`config.mk`:
```
export PLATFORM = sky130hd
export DESIGN_NAME = card_power_seq
export DESIGN_NICKNAME = d
export VERILOG_FILES = /design/src/rtl/card_seq_pkg.sv /design/src/rtl/card_tbase.sv /design/src/rtl/card_step_seq.sv /design/src/rtl/card_out_drv.sv /design/src/rtl/card_power_seq.sv
export SDC_FILE = /design/constraint.sdc
export NUM_CORES = 1
export LEC_CHECK = 0
export CAP_MARGIN = 25
export CORE_MARGIN = 4
export CORE_UTILIZATION = 50
export DETAILED_ROUTE_END_ITERATION = 8
export PLACE_DENSITY = 0.74
export SYNTH_ARGS = -nofsm -noshare
export SYNTH_HDL_FRONTEND = slang
export SYNTH_SLANG_ARGS = --single-unit
```
`constraint.sdc`:
```
create_clock -name clk -period 2.2 [get_ports clk]
set_input_delay 0.44 -clock clk [delete_from_list [all_inputs] [get_ports clk]]
set_output_delay 0.44 -clock clk [all_outputs]
set_load 0.05 [all_outputs]
```
`src/rtl/card_seq_pkg.sv`:
```
package card_seq_pkg;
  typedef enum logic [1:0] {PH_IDLE, PH_UP, PH_DOWN} phase_e;
  // Count-back steps, in half-T units, reached on deactivation
  localparam int DN_DBL  = 1;
  localparam int DN_RAMP = 2;
  localparam int DN_IO   = 3;
  localparam int DN_CLK  = 4;
endpackage

```
`src/rtl/card_tbase.sv`:
```
module card_tbase #(
  parameter int HALF = 32
) (
  input  logic clk,
  input  logic rst,
  input  logic clr,
  output logic tick
);
  localparam int CW = (HALF > 1) ? $clog2(HALF) : 1;
  localparam logic [CW-1:0] LAST = CW'(HALF - 1);

  logic [CW-1:0] cnt_q;

  assign tick = (cnt_q == LAST);

  always_ff @(posedge clk) begin
    if (rst || clr || tick) cnt_q <= '0;
    else                    cnt_q <= cnt_q + 1'b1;
  end
endmodule

```
`src/rtl/card_step_seq.sv`:
```
module card_step_seq
  import card_seq_pkg::*;
#(
  parameter int SW        = 4,
  parameter int STEP_RAMP = 3,
  parameter int STEP_IO   = 8,
  parameter int STEP_RST  = 14
) (
  input  logic          clk,
  input  logic          rst,
  input  logic          tick,
  input  logic          sess_n,
  input  logic          card_here,
  output phase_e        phase_d,
  output logic [SW-1:0] step_d,
  output logic          start,
  output logic          clr
);
  localparam logic [SW-1:0] S_RAMP = SW'(STEP_RAMP);
  localparam logic [SW-1:0] S_IO   = SW'(STEP_IO);
  localparam logic [SW-1:0] S_RST  = SW'(STEP_RST);
  localparam logic [SW-1:0] S_ONE  = SW'(1);

  phase_e        phase_q;
  logic [SW-1:0] step_q;
  logic          armed_q;
  logic          stop;

  always_comb begin
    phase_d = phase_q;
    step_d  = step_q;
    start   = 1'b0;
    stop    = 1'b0;
    unique case (phase_q)
      PH_IDLE: begin
        if (armed_q && !sess_n && card_here) begin
          start   = 1'b1;
          phase_d = PH_UP;
          step_d  = '0;
        end
      end
      PH_UP: begin
        if (sess_n || !card_here) begin
          stop    = 1'b1;
          phase_d = PH_DOWN;
          if (step_q >= S_IO)        step_d = SW'(DN_CLK);
          else if (step_q >= S_RAMP) step_d = SW'(DN_RAMP);
          else                       step_d = SW'(DN_DBL);
        end else if (tick && step_q != S_RST) begin
          step_d = step_q + 1'b1;
        end
      end
      PH_DOWN: begin
        if (tick) begin
          if (step_q <= S_ONE) begin
            phase_d = PH_IDLE;
            step_d  = '0;
          end else begin
            step_d = step_q - 1'b1;
          end
        end
      end
      default: begin
        phase_d = PH_IDLE;
        step_d  = '0;
      end
    endcase
  end

  assign clr = start | stop;

  always_ff @(posedge clk) begin
    if (rst) begin
      phase_q <= PH_IDLE;
      step_q  <= '0;
      armed_q <= 1'b0;
    end else begin
      phase_q <= phase_d;
      step_q  <= step_d;
      if (sess_n)     armed_q <= 1'b1;
      else if (start) armed_q <= 1'b0;
    end
  end
endmodule

```
`src/rtl/card_out_drv.sv`:
```
module card_out_drv
  import card_seq_pkg::*;
#(
  parameter int SW        = 4,
  parameter int STEP_RAMP = 3,
  parameter int STEP_IO   = 8,
  parameter int STEP_RST  = 14
) (
  input  logic          clk,
  input  logic          rst,
  input  phase_e        phase_d,
  input  logic [SW-1:0] step_d,
  input  logic          start,
  input  logic          rst_req,
  input  logic          sess_n,
  input  logic          card_here,
  output logic          vdbl_en,
  output logic          vramp_en,
  output logic          io_en,
  output logic          cclk_en,
  output logic          card_rst,
  output logic          host_flag
);
  localparam logic [SW-1:0] S_RAMP = SW'(STEP_RAMP);
  localparam logic [SW-1:0] S_IO   = SW'(STEP_IO);
  localparam logic [SW-1:0] S_RST  = SW'(STEP_RST);
  localparam logic [SW-1:0] D_RAMP = SW'(DN_RAMP);
  localparam logic [SW-1:0] D_IO   = SW'(DN_IO);
  localparam logic [SW-1:0] D_CLK  = SW'(DN_CLK);

  logic hold_q, hold_d;
  logic dbl_d, ramp_d, io_d, clk_d, crst_d, flag_d;

  always_comb begin
    // Clock hold: latched from the reset request at session start,
    // released only while the sequencer is short of the reset step.
    if (start)                          hold_d = rst_req;
    else if (!rst_req && step_d < S_RST) hold_d = 1'b0;
    else                                hold_d = hold_q;

    dbl_d  = (phase_d != PH_IDLE);
    ramp_d = 1'b0;
    io_d   = 1'b0;
    clk_d  = 1'b0;
    crst_d = 1'b0;
    unique case (phase_d)
      PH_UP: begin
        ramp_d = (step_d >= S_RAMP);
        io_d   = (step_d >= S_IO);
        clk_d  = (step_d >= S_IO) && !hold_d;
        crst_d = (step_d == S_RST) && rst_req;
      end
      PH_DOWN: begin
        ramp_d = (step_d >= D_RAMP);
        io_d   = (step_d >= D_IO);
        clk_d  = cclk_en && (step_d >= D_CLK);
      end
      default: ;
    endcase
    flag_d = sess_n ? card_here : (phase_d != PH_IDLE);
  end

  always_ff @(posedge clk) begin
    if (rst) begin
      hold_q    <= 1'b0;
      vdbl_en   <= 1'b0;
      vramp_en  <= 1'b0;
      io_en     <= 1'b0;
      cclk_en   <= 1'b0;
      card_rst  <= 1'b0;
      host_flag <= 1'b0;
    end else begin
      hold_q    <= hold_d;
      vdbl_en   <= dbl_d;
      vramp_en  <= ramp_d;
      io_en     <= io_d;
      cclk_en   <= clk_d;
      card_rst  <= crst_d;
      host_flag <= flag_d;
    end
  end
endmodule

```
`src/rtl/card_power_seq.sv`:
```
module card_power_seq
  import card_seq_pkg::*;
#(
  parameter int T_TICKS   = 64,
  parameter int STEP_RAMP = 3,
  parameter int STEP_IO   = 8,
  parameter int STEP_RST  = 14
) (
  input  logic clk,
  input  logic rst,
  input  logic sess_n,
  input  logic rst_req,
  input  logic card_here,
  output logic vdbl_en,
  output logic vramp_en,
  output logic io_en,
  output logic cclk_en,
  output logic card_rst,
  output logic host_flag
);
  localparam int HALF = T_TICKS / 2;
  localparam int SW   = $clog2(STEP_RST + 1);

  logic          tick, clr, start;
  phase_e        phase_d;
  logic [SW-1:0] step_d;

  card_tbase #(.HALF(HALF)) tbase_i (
    .clk  (clk),
    .rst  (rst),
    .clr  (clr),
    .tick (tick)
  );

  card_step_seq #(
    .SW(SW), .STEP_RAMP(STEP_RAMP), .STEP_IO(STEP_IO), .STEP_RST(STEP_RST)
  ) seq_i (
    .clk       (clk),
    .rst       (rst),
    .tick      (tick),
    .sess_n    (sess_n),
    .card_here (card_here),
    .phase_d   (phase_d),
    .step_d    (step_d),
    .start     (start),
    .clr       (clr)
  );

  card_out_drv #(
    .SW(SW), .STEP_RAMP(STEP_RAMP), .STEP_IO(STEP_IO), .STEP_RST(STEP_RST)
  ) drv_i (
    .clk       (clk),
    .rst       (rst),
    .phase_d   (phase_d),
    .step_d    (step_d),
    .start     (start),
    .rst_req   (rst_req),
    .sess_n    (sess_n),
    .card_here (card_here),
    .vdbl_en   (vdbl_en),
    .vramp_en  (vramp_en),
    .io_en     (io_en),
    .cclk_en   (cclk_en),
    .card_rst  (card_rst),
    .host_flag (host_flag)
  );
endmodule

```
==> results.md, run 1 <==
- Placed cell area: 1461 sq um
- Syn avg cell area: 8.684 sq um
- 1st-iter DRT viols: 32
- Vias in the first global route: 1079
- HPWL after DPL: 2124 microns
- Register area: 382.9 sq um
- Nets: 186
- Sink Count: 19
- Worst slew pin tran: 505.4 ps
- Fin. max-slew vios: 0
- Commonest non-fill, non-tap cell in the layout: buf_4
- Num ports: 11
- P_int: around 0.47 mW
- Die ar.: 3183 sq um
- Layout area overhead: 38.63%
- Routed Antenna Nets: 0
- Outcome: finished clean
- Critical path type: primary input to flop
- Largest net degree at the start of global routing: 12
- CTS tree: done
- Hold Vio Cnt, Final: 0
- Async S/R FF share, synth: 0%
- H-tree depth: 1
- Total gr overflow: 0
- Drt pass-1 iters: 4
- Dpl cells: ~190
- Crit path from: sess_n
- Syn Std Cell Area: between 1000 and 1500 sq um
- Max VDD drop: around 0.50 mV
- Final wirelength: 2713 microns
- Final period util: 99.38%
- Final setup vio count: 0
- Fin crit period: 2186 ps
- Switching pwr: roughly 0.15 mW
- Clock share of power: 27.3%
- Chip Height: 56.42 microns
- Critical Path RT: between 2000 and 2500 ps
- CP Data Arrival Time: 2380 ps
- Share of layout cells above drive strength 1: 33.33%
- EDFF count, synth: 0
- Crit path largest cell delay: 490 ps
- Mapped Nets: 149
- Worst-Skew Late Latency: roughly 290 ps
- WL per Instance: between 10 and 15 microns
- Max-cap viol count: 0
- Clock skew: around 3.7 ps
- Startpoint Class: primary input
- Sw Ratio: 24.90%
- Post-Syn Instances: 135
- Post-route insts no fill: 199
- Vias: 1087
- Clk slew on worst S/H paths: 100 ps
- CP max-delay cell: clkdlybuf4s50_1
- Port bufs: 10
- Fill count: 172
- Power share of the sequential group: 58.6%
- Pleak: 0.7054 nW
- RR Startpoint: tbase_i.cnt_q[1]
- Setup crit end kind: flop
- Top FF cell, synth: dfxtp_1
- Power per cell area: roughly 380 nW/um^2
- DRC violations left: 0
- Min Hold Slack: 514.7 ps
- Design area: approximately 1600 sq um
- Util after Layout: 73.47%
- Via density: 5.462
- Starting Density: 53.00%
- Initial antenna violation count: 0
- # diodes: 0
- CTS Root Cell: clkbuf_4
- Core area: 2212 sq um
- Gate power share: 14.1%
- Most frequent CP cell: and2_1
- First-pass GRT wire length: 4740 microns
- Num rows: 17
- Die width: between 50 and 60 microns
- Max FO, Critical Path: 6
- Fmax: 0.4574 GHz
- Yosys cell types: 48
- Power, Total: 0.6201 mW
- Yosys warning count: 0
- Yosys reg bits: 19
- Num CTS Buffers: 3
- Maximum clock insertion buffer count: 2
- Most frequent cells in the layout: buf_4, nor2_1, dfxtp_1
- Routability-driven placement congestion ratio: 0.8943
- Hold_sp: drv_i.cclk_en
- Worst path cell trace: clkdlybuf4s50_1, nand3b_1, and2_1, a222oi_1, and2_1, o21ai_2, a31o_1
- Worst Hold Class: flop to flop
- Gr usage total: 18.08%
- RSZ-0062 raised after global routing: true
- Sequential element share of the synthesized area: 32.44%
- Multi-input gate area: between 800 and 900 sq um
- Slew HR: between 60% and 70%
## cell usage after synthesis, drive strengths merged (2+ instances only)
| library cell | n | area share [%] |
|---|---|---|
| nand2 | 5 | 1.6 |
| and3 | 3 | 1.6 |
| and3b | 2 | 1.5 |
| nor2b | 5 | 2.9 |
| nor2 | 24 | 7.7 |
| ha | 9 | 9.6 |
| nand3 | 3 | 1.3 |
| nand2b | 5 | 2.7 |
| xor2 | 2 | 1.5 |
| buf | 2 | 1.4 |
| dfxtp | 19 | 32 |
| and2 | 2 | 1.1 |
| a221oi | 2 | 3.0 |
| o2bb2ai | 2 | 1.5 |
| inv | 10 | 3.2 |
| a41oi | 2 | 1.5 |
| a211oi | 2 | 1.3 |
| nor3 | 2 | 1.8 |
| o21ai | 3 | 1.6 |
| a21oi | 6 | 2.6 |
| clkbuf | 2 | 0.64 |
| mux2i | 2 | 1.7 |
## power by group through the flow
stage               clock [mW]  sequential (mW)  combinational (mW)
floorplan                    0            0.374              0.0373
detailed placement           0            0.369              0.0822
finish                   0.169            0.363              0.0873
CTS                      0.175            0.363              0.0857
global placement             0            0.368              0.0803
global route             0.188            0.365              0.0976
## per-layer routing
metal	GRT usage (%)	part of all wire, %
met2	29.54	49
met3	2.069	3.1
met5	0	0
met1	24.48	48
met4	6.102	0.74
## path summary, 6_finish.rpt
kind | slack (ps) | depth (start not counted) | end
hold reg to reg | 510 | 2 | drv_i.cclk_en
setup / recovery | 10 | 7 | drv_i.io_en
hold / removal | 510 | 2 | drv_i.cclk_en
setup reg to reg | 30 | 9 | drv_i.io_en
## critical path, delay by kind of cell
family                 cells  cell delay (ps)
buffers and inverters      1              490
and+or+nand+nor            3              720
AOI/OAI and AO/OA          3              730
## registers in the layout, indices dropped and copies added (netlist names)
| name | count |
|---|---|
| seq_i.step_q | 4 |
| seq_i.armed_q | 1 |
| drv_i.cclk_en | 1 |
| drv_i.io_en | 1 |
| drv_i.card_rst | 1 |
| drv_i.host_flag | 1 |
| seq_i.phase_q | 2 |
| drv_i.hold_q | 1 |
| drv_i.vdbl_en | 1 |
| tbase_i.cnt_q | 5 |
| drv_i.vramp_en | 1 |
## stage by stage
step | worst slack (ps) | TNS (ps)
finish | 13.62 | 0
global route | -132.9 | -534.7
CTS | -2.063 | -2.063
detailed placement | -279.8 | -1374
global placement | -203.6 | -648.1
floorplan | 25.28 | 0
## final cells by class
class / count / area share [%]
clock buffers: 3 / 1.386
clock inverters: 1 / 0.3079
inverters: 10 / 2.309
multi-input cells: 102 / 51.66
flip-flops and latches: 19 / 23.56
well taps: 28 / 2.156
repair buffers: 36 / 18.63
## repair_timing
item                       CTS  global route
buffers inserted             1             2
setup endpoints to repair    5             5
pin swaps                    9             6
hold buffers                 0             0
gates resized for setup     14             9
## kinds of logic after synthesis
logic type | count (synthesis) | share of synthesized area (%)
compound gates | 29 | 20.92
xor+xnor | 3 | 2.242
fa+ha+maj | 9 | 9.605
buf+inv | 14 | 5.230
flops | 19 | 32.44
mux | 2 | 1.708
simple gates | 59 | 27.86
Note: power is estimated with default switching activity, not from simulation.
==> run 2: changes to the inputs <==
Settings changed: SYNTH_HIERARCHICAL from default to 1, TNS_END_PERCENT from default to 5.
==> run 2 against run 1 <==
Effect of this change:
- the run now ends with design-rule violations, negative setup slack left
- design area grew 4.4%
- final cell count grew 8.0%
- via count grew 22%
- critical path type is now flop to flop
- non-clock buffer count grew 13
- clock-buffer cell count grew 1
- fmax shrank 5.6%
- critical path depth grew 3
- critical endpoint is now drv_i/cclk_en
- sequential share of layout area shrank 0.70 points
- utilization grew 2.5 points
- sequential cell count is the same
- worst hold slack gained 9.8 ps
==> results.md, run 2 <==
- Post-route insts no fill: 215 (+8.0%)
- Sink Count: 19 (unchanged)
- Routability-driven placement congestion ratio: 0.8873 (-0.78%)
- Worst-Skew Late Latency: 300 ps (about the same)
- Final setup margin: -116.7 ps (-130.3 ps)
- Share of the synthesized area in the top cell type: 32.07% (-0.38 points)
- Startpoint Class: flop
- RSZ-0062 raised after global routing: true
- Power, Total: 0.6485 mW (+4.6%)
- Starting Density: 53.11% (+0.11 points)
- Port bufs: 10 (unchanged)
- Vias: 1327 (+22%)
- WL per Instance: 15.93 microns (+17%)
- Util after Layout: 75.97% (+2.5 points)
- Power per cell area: 382.2 nW/um^2 (+0.18%)
- Num rows: 17 (unchanged)
- Vias in the first global route: 1280 (+19%)
- Yosys cell types: 45 (-6.3%)
- Critical path type: flop to flop
- First-pass GRT wire length: 5575 microns (+18%)
- Syn Std Cell Area: 1186 sq um (+1.2%)
- Fmax: 0.4316 GHz (-5.6%)
- Mapped Nets: 154 (+3.4%)
- Most common cell in the netlist: dfxtp_1
- Wl on met1: 1336 microns (+3.6%)
- Yosys warning count: 6 (+6)
- Chip Height: 56.71 microns (+0.51%)
- Final setup vio count: 4 (+4)
- Most frequent cells in the layout: buf_4, dfxtp_1, nor2_1
- Biggest regs: tbase_i/cnt_q x5, seq_i/step_q x4, seq_i/phase_q x2
- Clock skew: 1.029 ps (-2.629 ps)
- Crit path from: tbase_i/cnt_q[1]
- Final period util: 105.3% (+5.9 points)
- Maximum clock insertion buffer count: 2 (unchanged)
- Largest register FFs: 5 (unchanged)
- Via density: 6.172 (+13%)
- Max FO, Critical Path: 7 (+1)
- Clk slew on worst S/H paths: 110 ps (about the same)
- Core area: 2233 sq um (+0.96%)
- Pre-CTS setup slack: -363.9 ps (-84.12 ps)
- Biggest register: tbase_i/cnt_q
- Worst slew pin tran: 588.7 ps (+83.31 ps)
- CTS tree: done
- Setup crit end kind: flop
- EDFF count, synth: 0 (unchanged)
- Drt pass-1 iters: 6 (+2)
- Num CTS Buffers: 3 (unchanged)
- Crit Reg-Reg Endpoint: drv_i/cclk_en
- Synth top cells by count: dfxtp_1, nor2_1, a21oi_1
- Setup TNS after final layout: -379.3 ps (-379.3 ps)
- Pleak: 0.7171 nW (+1.7%)
- Final wirelength: 3424 microns (+26%)
- # diodes: 0 (unchanged)
- Max layer used: met4
- Dpl cells: 198 (+3.1%)
- Largest net degree at the start of global routing: 16 (+4)
- Initial antenna violation count: 0 (unchanged)
- Top FF cell, synth: dfxtp_1
- 1st-iter DRT viols: 56 (+75%)
- Sequential element share of the synthesized area: 32.07% (-0.38 points)
- Met3 Routed Length: 238 microns (+190%)
- Placed cell area: 1501 sq um (+2.7%)
- Min Hold Slack: 524.5 ps (+9.829 ps)
- Fin crit period: 2317 ps (+130.3 ps)
- Fin. max-slew vios: 0 (unchanged)
- Hold Vio Cnt, Final: 0 (unchanged)
- CTS Root Cell: clkbuf_4
- RR Startpoint: tbase_i/cnt_q[1]
- Max VDD drop: 0.3726 mV (-26%)
- Syn avg cell area: 8.472 sq um (-2.4%)
- Post-synth top area cell: dfxtp_1
- Die ar.: 3215 sq um (+1.0%)
- Post-Syn Instances: 140 (+3.7%)
- Yosys reg bits: 19 (unchanged)
- DRC violations left: 1 (+1)
- Synth area leaders: dfxtp_1, ha_1, a21oi_1
- Outcome: complete, but fails checks
- Share of layout cells above drive strength 1: 35.83% (+2.5 points)
- # hold bufs at CTS: 0 (unchanged)
- Flop2flop setup slack: -120 ps (-150 ps)
- Fill count: 161 (-6.4%)
- Worst R2R Path Depth: 10 (+1)
- Failing checks: design-rule violations, negative setup slack
- Critical Path RT: 2430 ps (+40 ps)
- H-tree depth: 1 (unchanged)
- Routed Antenna Nets: 0 (unchanged)
- CP Data Arrival Time: 2550 ps (+170 ps)
- Design area: 1697 sq um (+4.4%)
- Slew HR: 60.63% (-5.6 points)
- Layout area overhead: 43.04%
- Total gr overflow: 0 (unchanged)
- Hold_sp: drv_i/cclk_en
- Commonest non-fill, non-tap cell in the layout: buf_4
- Worst Hold Class: flop to flop
- Async S/R FF share, synth: 0% (unchanged)
- Gr usage total: 21.77% (+3.7 points)
- Nets: 202 (+8.6%)
- Num ports: 11 (unchanged)
- Max-cap viol count: 0 (unchanged)
- Die width: 56.71 microns (+0.51%)
- Routed met2 length: 1722 microns (+31%)
- Worst setup path end: drv_i/cclk_en
- HPWL after DPL: 2131 microns (+0.36%)
==> run 2: changes by cell type after synthesis, moves of 4 or more <==
cell	change
inv_1	-4
a21oi_1	+5
nand2_1	+4
nor2_1	-11
nor3_1	+6
==> run 2: what timing repair did <==
action,in CTS,in global routing
setup endpoints to repair,3,6
setup buffers,11,2
cloned,0,0
hold endpoints to repair,0,0
resized for setup,9,12
pin swaps,10,6
==> run 2: layout make-up <==
cell class / count / area [sq um] / share of cell area [%]
multi-input cells: 109 / 828.3 / 48.82
repair buffers: 49 / 396.6 / 23.38
flip-flops and latches: 19 / 387.9 / 22.86
well taps: 28 / 35.03 / 2.065
clock buffers: 4 / 26.28 / 1.549
inverters: 6 / 22.52 / 1.327
==> run 2: cells by family (layout without fill, tap and decap cells) <==
kind of cell    count (synthesis)  after routing  share of synthesized area [%]
fa+ha+maj                       9              9                          9.494
simple gates                   65             65                          31.96
mux                             1              1                         0.9493
compound gates                 32             32                          18.35
xor+xnor                        2              2                          1.477
buf+inv                        12             59                          5.696
flops                          19             19                          32.07
==> run 2: routing by layer <==
| metal | up-vias | GRT usage, % |
|---|---|---|
| met5 | - | 0 |
| met3 | 18 | 5.287 |
| li1 | 612 | - |
| met4 | 0 | 10.85 |
| met1 | 634 | 25.10 |
| met2 | 63 | 36.96 |
==> run 2: worst min path at each step <==
stage	endpoint	slack [ps]	cells after the start
after floorplan	tbase_i/cnt_q[0]	400	1
after global placement	tbase_i/cnt_q[0]	410	1
after detailed placement	tbase_i/cnt_q[0]	430	1
after CTS	drv_i/cclk_en	520	2
after global routing	tbase_i/cnt_q[0]	570	2
final	drv_i/cclk_en	520	2
==> run 2: critical path, cell delays in order, from the launching register on <==
cell and delay [ps]:
dfxtp_4 370, ha_4 160, and3_4 150, ha_4 180, buf_4 160, a41o_1 200, o211ai_1 110, o211ai_2 190
and4b_1 270, or3_1 300, a31oi_1 170
==> run 2: power by group <==
group	leakage, nW	switching, mW	internal (mW)
clock	0.0150	0.113	0.0707
combinational	0.546	0.0509	0.0489
sequential	0.156	0.0100	0.355
==> run 3: changes to the inputs <==
Settings changed: CORE_UTILIZATION 50 to 60, PLACE_DENSITY 0.74 to 0.83.
Clock period 2.2 ns to 2.7 ns, I/O delays scaled along.
==> run 3 against run 2 <==
Effect of this change:
- the flow now finishes without violations
- via count decreased by 18%
- fmax decreased by 8.4%
- clock skew increased by 4.6 ps
- die area decreased by 14%
- first-iteration DRC count decreased by 34%
- critical path depth increased by 1
- worst hold slack got worse by 97 ps
- utilization increased by 1.5 points
- total power decreased by 23%
- sequential share of layout area increased by 4.5 points
- critical path type unchanged
==> results.md, run 3 (synthesis results as in run 2) <==
- Routability-driven placement congestion ratio: 0.8629 (-2.7%)
- Largest net degree at the start of global routing: 16 (unchanged)
- Port bufs: 10 (unchanged)
- Worst slew pin tran: 561.4 ps (-27.34 ps)
- Outcome: finished clean
- Worst R2R Path Depth: 11 (+1)
- Setup TNS after final layout: 0 ps (+379.3 ps)
- Dpl cells: 178 (-10%)
- Sink Count: 19 (unchanged)
- Hold Vio Cnt, Final: 0 (unchanged)
- Worst-Skew Late Latency: 290 ps (about the same)
- Critical path type: flop to flop
- Startpoint Class: flop
- Clock share of power: 28.5% (+0.2 points)
- Critical Path RT: 2890 ps (+460 ps)
- Final wirelength: 2649 microns (-23%)
- CTS Root Cell: clkbuf_4
- H-tree depth: 1 (unchanged)
- Max-cap viol count: 0 (unchanged)
- Flop2flop setup slack: 170 ps (+290 ps)
- Num rows: 15 (-2)
- Largest register FFs: 5 (unchanged)
- Power, Total: 0.4999 mW (-23%)
- Routed Antenna Nets: 0 (unchanged)
- Crit Reg-Reg Endpoint: drv_i/vramp_en
- Fin crit period: 2530 ps (+213.0 ps)
- CTS tree: done
- Die ar.: 2752 sq um (-14%)
- Fill count: 134 (-17%)
- Gate power share: 12.5% (-2.9 points)
- Layout area overhead: 17.62%
- Pleak: 0.5522 nW (-23%)
- RSZ-0062 raised after global routing: false
- First-pass GRT wire length: 4533 microns (-19%)
- Clock skew: 5.626 ps (+4.596 ps)
- Power share of the sequential group: 59.0% (+2.7 points)
- Core area: 1802 sq um (-19%)
- RR Startpoint: tbase_i/cnt_q[0]
- # diodes: 0 (unchanged)
- Most frequent cells in the layout: dfxtp_1, nor2_1, a21oi_1
- Design area: 1395 sq um (-18%)
- Die width: 52.46 microns (-7.5%)
- Nets: 173 (-14%)
- Total gr overflow: 0 (unchanged)
- CP Data Arrival Time: 2720 ps (+170 ps)
- Slew HR: 62.46% (+1.8 points)
- Share of layout cells above drive strength 1: 16.46% (-19 points)
- Placed cell area: 1340 sq um (-11%)
- Num ports: 11 (unchanged)
- # hold bufs at CTS: 0 (unchanged)
- Final period util: 93.69% (-12 points)
- Gr usage total: 22.08% (+0.31 points)
- Chip Height: 52.46 microns (-7.5%)
- WL per Instance: 14.48 microns (-9.1%)
- Fin. max-slew vios: 0 (unchanged)
- Crit path from: tbase_i/cnt_q[0]
- Biggest regs: tbase_i/cnt_q x5, seq_i/step_q x4, seq_i/phase_q x2
- Vias in the first global route: 1033 (-19%)
- DRC violations left: 0 (-1)
- Min Hold Slack: 428.0 ps (-96.55 ps)
- Sw Ratio: 25.59% (-1.2 points)
- Via density: 5.940 (-3.8%)
- Drt pass-1 iters: 4 (-2)
- Final setup vio count: 0 (-4)
- Commonest non-fill, non-tap cell in the layout: dfxtp_1
- Max FO, Critical Path: 5 (-2)
- P_int: 0.3720 mW (-22%)
- Clk slew on worst S/H paths: 110 ps (about the same)
- Worst Hold Class: flop to flop
- Fmax: 0.3953 GHz (-8.4%)
- Setup crit end kind: flop
- Starting Density: 65.83% (+13 points)
- Vias: 1087 (-18%)
- Worst setup path end: drv_i/vramp_en
- Post-route insts no fill: 183 (-15%)
- Maximum clock insertion buffer count: 2 (unchanged)
- 1st-iter DRT viols: 37 (-34%)
- Switching pwr: 0.1279 mW (-26%)
- Power per cell area: 358.3 nW/um^2 (-6.3%)
- Biggest register: tbase_i/cnt_q
- Max VDD drop: 0.2729 mV (-27%)
- Num CTS Buffers: 3 (unchanged)
- Initial antenna violation count: 0 (unchanged)
- HPWL after DPL: 1967 microns (-7.7%)
## run 3: routing by layer
metal / global-route usage, % / wire length [microns] / vias up
li1: - / - / 551
met1: 27.05 / 1208 / 509
met2: 38.43 / 1307 / 25
met3: 3.419 / 116 / 2
met4: 8.085 / 17 / 0
met5: 0 / 0 / -
## run 3: metrics by stage
stage               worst slack [ps]  utilization, %
global route                   29.70           77.43
global placement              -48.52           74.38
CTS                            79.97           75.90
floorplan                      268.0               -
finish                         170.3           77.43
detailed placement            -117.4           74.38
## run 3: repair_timing
item	CTS	global route
gates resized for setup	0	5
hold endpoints to repair	0	0
setup endpoints to repair	0	2
setup buffers	0	1
## run 3: worst min path at each step
stage | startpoint | endpoint | cells after the start
floorplan | tbase_i/cnt_q[0] | tbase_i/cnt_q[0] | 1
global placement | tbase_i/cnt_q[0] | tbase_i/cnt_q[0] | 1
detailed placement | tbase_i/cnt_q[0] | tbase_i/cnt_q[0] | 1
CTS | tbase_i/cnt_q[0] | tbase_i/cnt_q[0] | 1
global route | tbase_i/cnt_q[0] | tbase_i/cnt_q[0] | 1
finish | tbase_i/cnt_q[0] | tbase_i/cnt_q[0] | 1
## run 3: critical path: stages (launching register included)
cell       delay (ps)
dfxtp_2           340
ha_1              210
and3_2            190
ha_2              200
buf_4             150
inv_1              70
a2111oi_0          70
a211oi_1          320
nand2_1           160
or3_2             500
a21oi_1           150
nor3_1             60
## run 3: final cells by class
| class | instances | area [sq um] | area share (%) |
|---|---|---|---|
| clock buffers | 3 | 22.52 | 1.614 |
| inverters | 6 | 22.52 | 1.614 |
| clock inverters | 1 | 5.005 | 0.3587 |
| multi-input cells | 109 | 757.0 | 54.26 |
| flip-flops and latches | 19 | 381.6 | 27.35 |
| repair buffers | 20 | 175.2 | 12.56 |
| well taps | 25 | 31.28 | 2.242 |
## run 3: power by group through the flow
stage / logic [mW] / clock network, mW / registers, mW
after global routing: 0.0687 / 0.164 / 0.296
after CTS: 0.0621 / 0.149 / 0.295
after global placement: 0.0594 / 0 / 0.301
final: 0.0624 / 0.143 / 0.295
after detailed placement: 0.0619 / 0 / 0.301
after floorplan: 0.0335 / 0 / 0.304
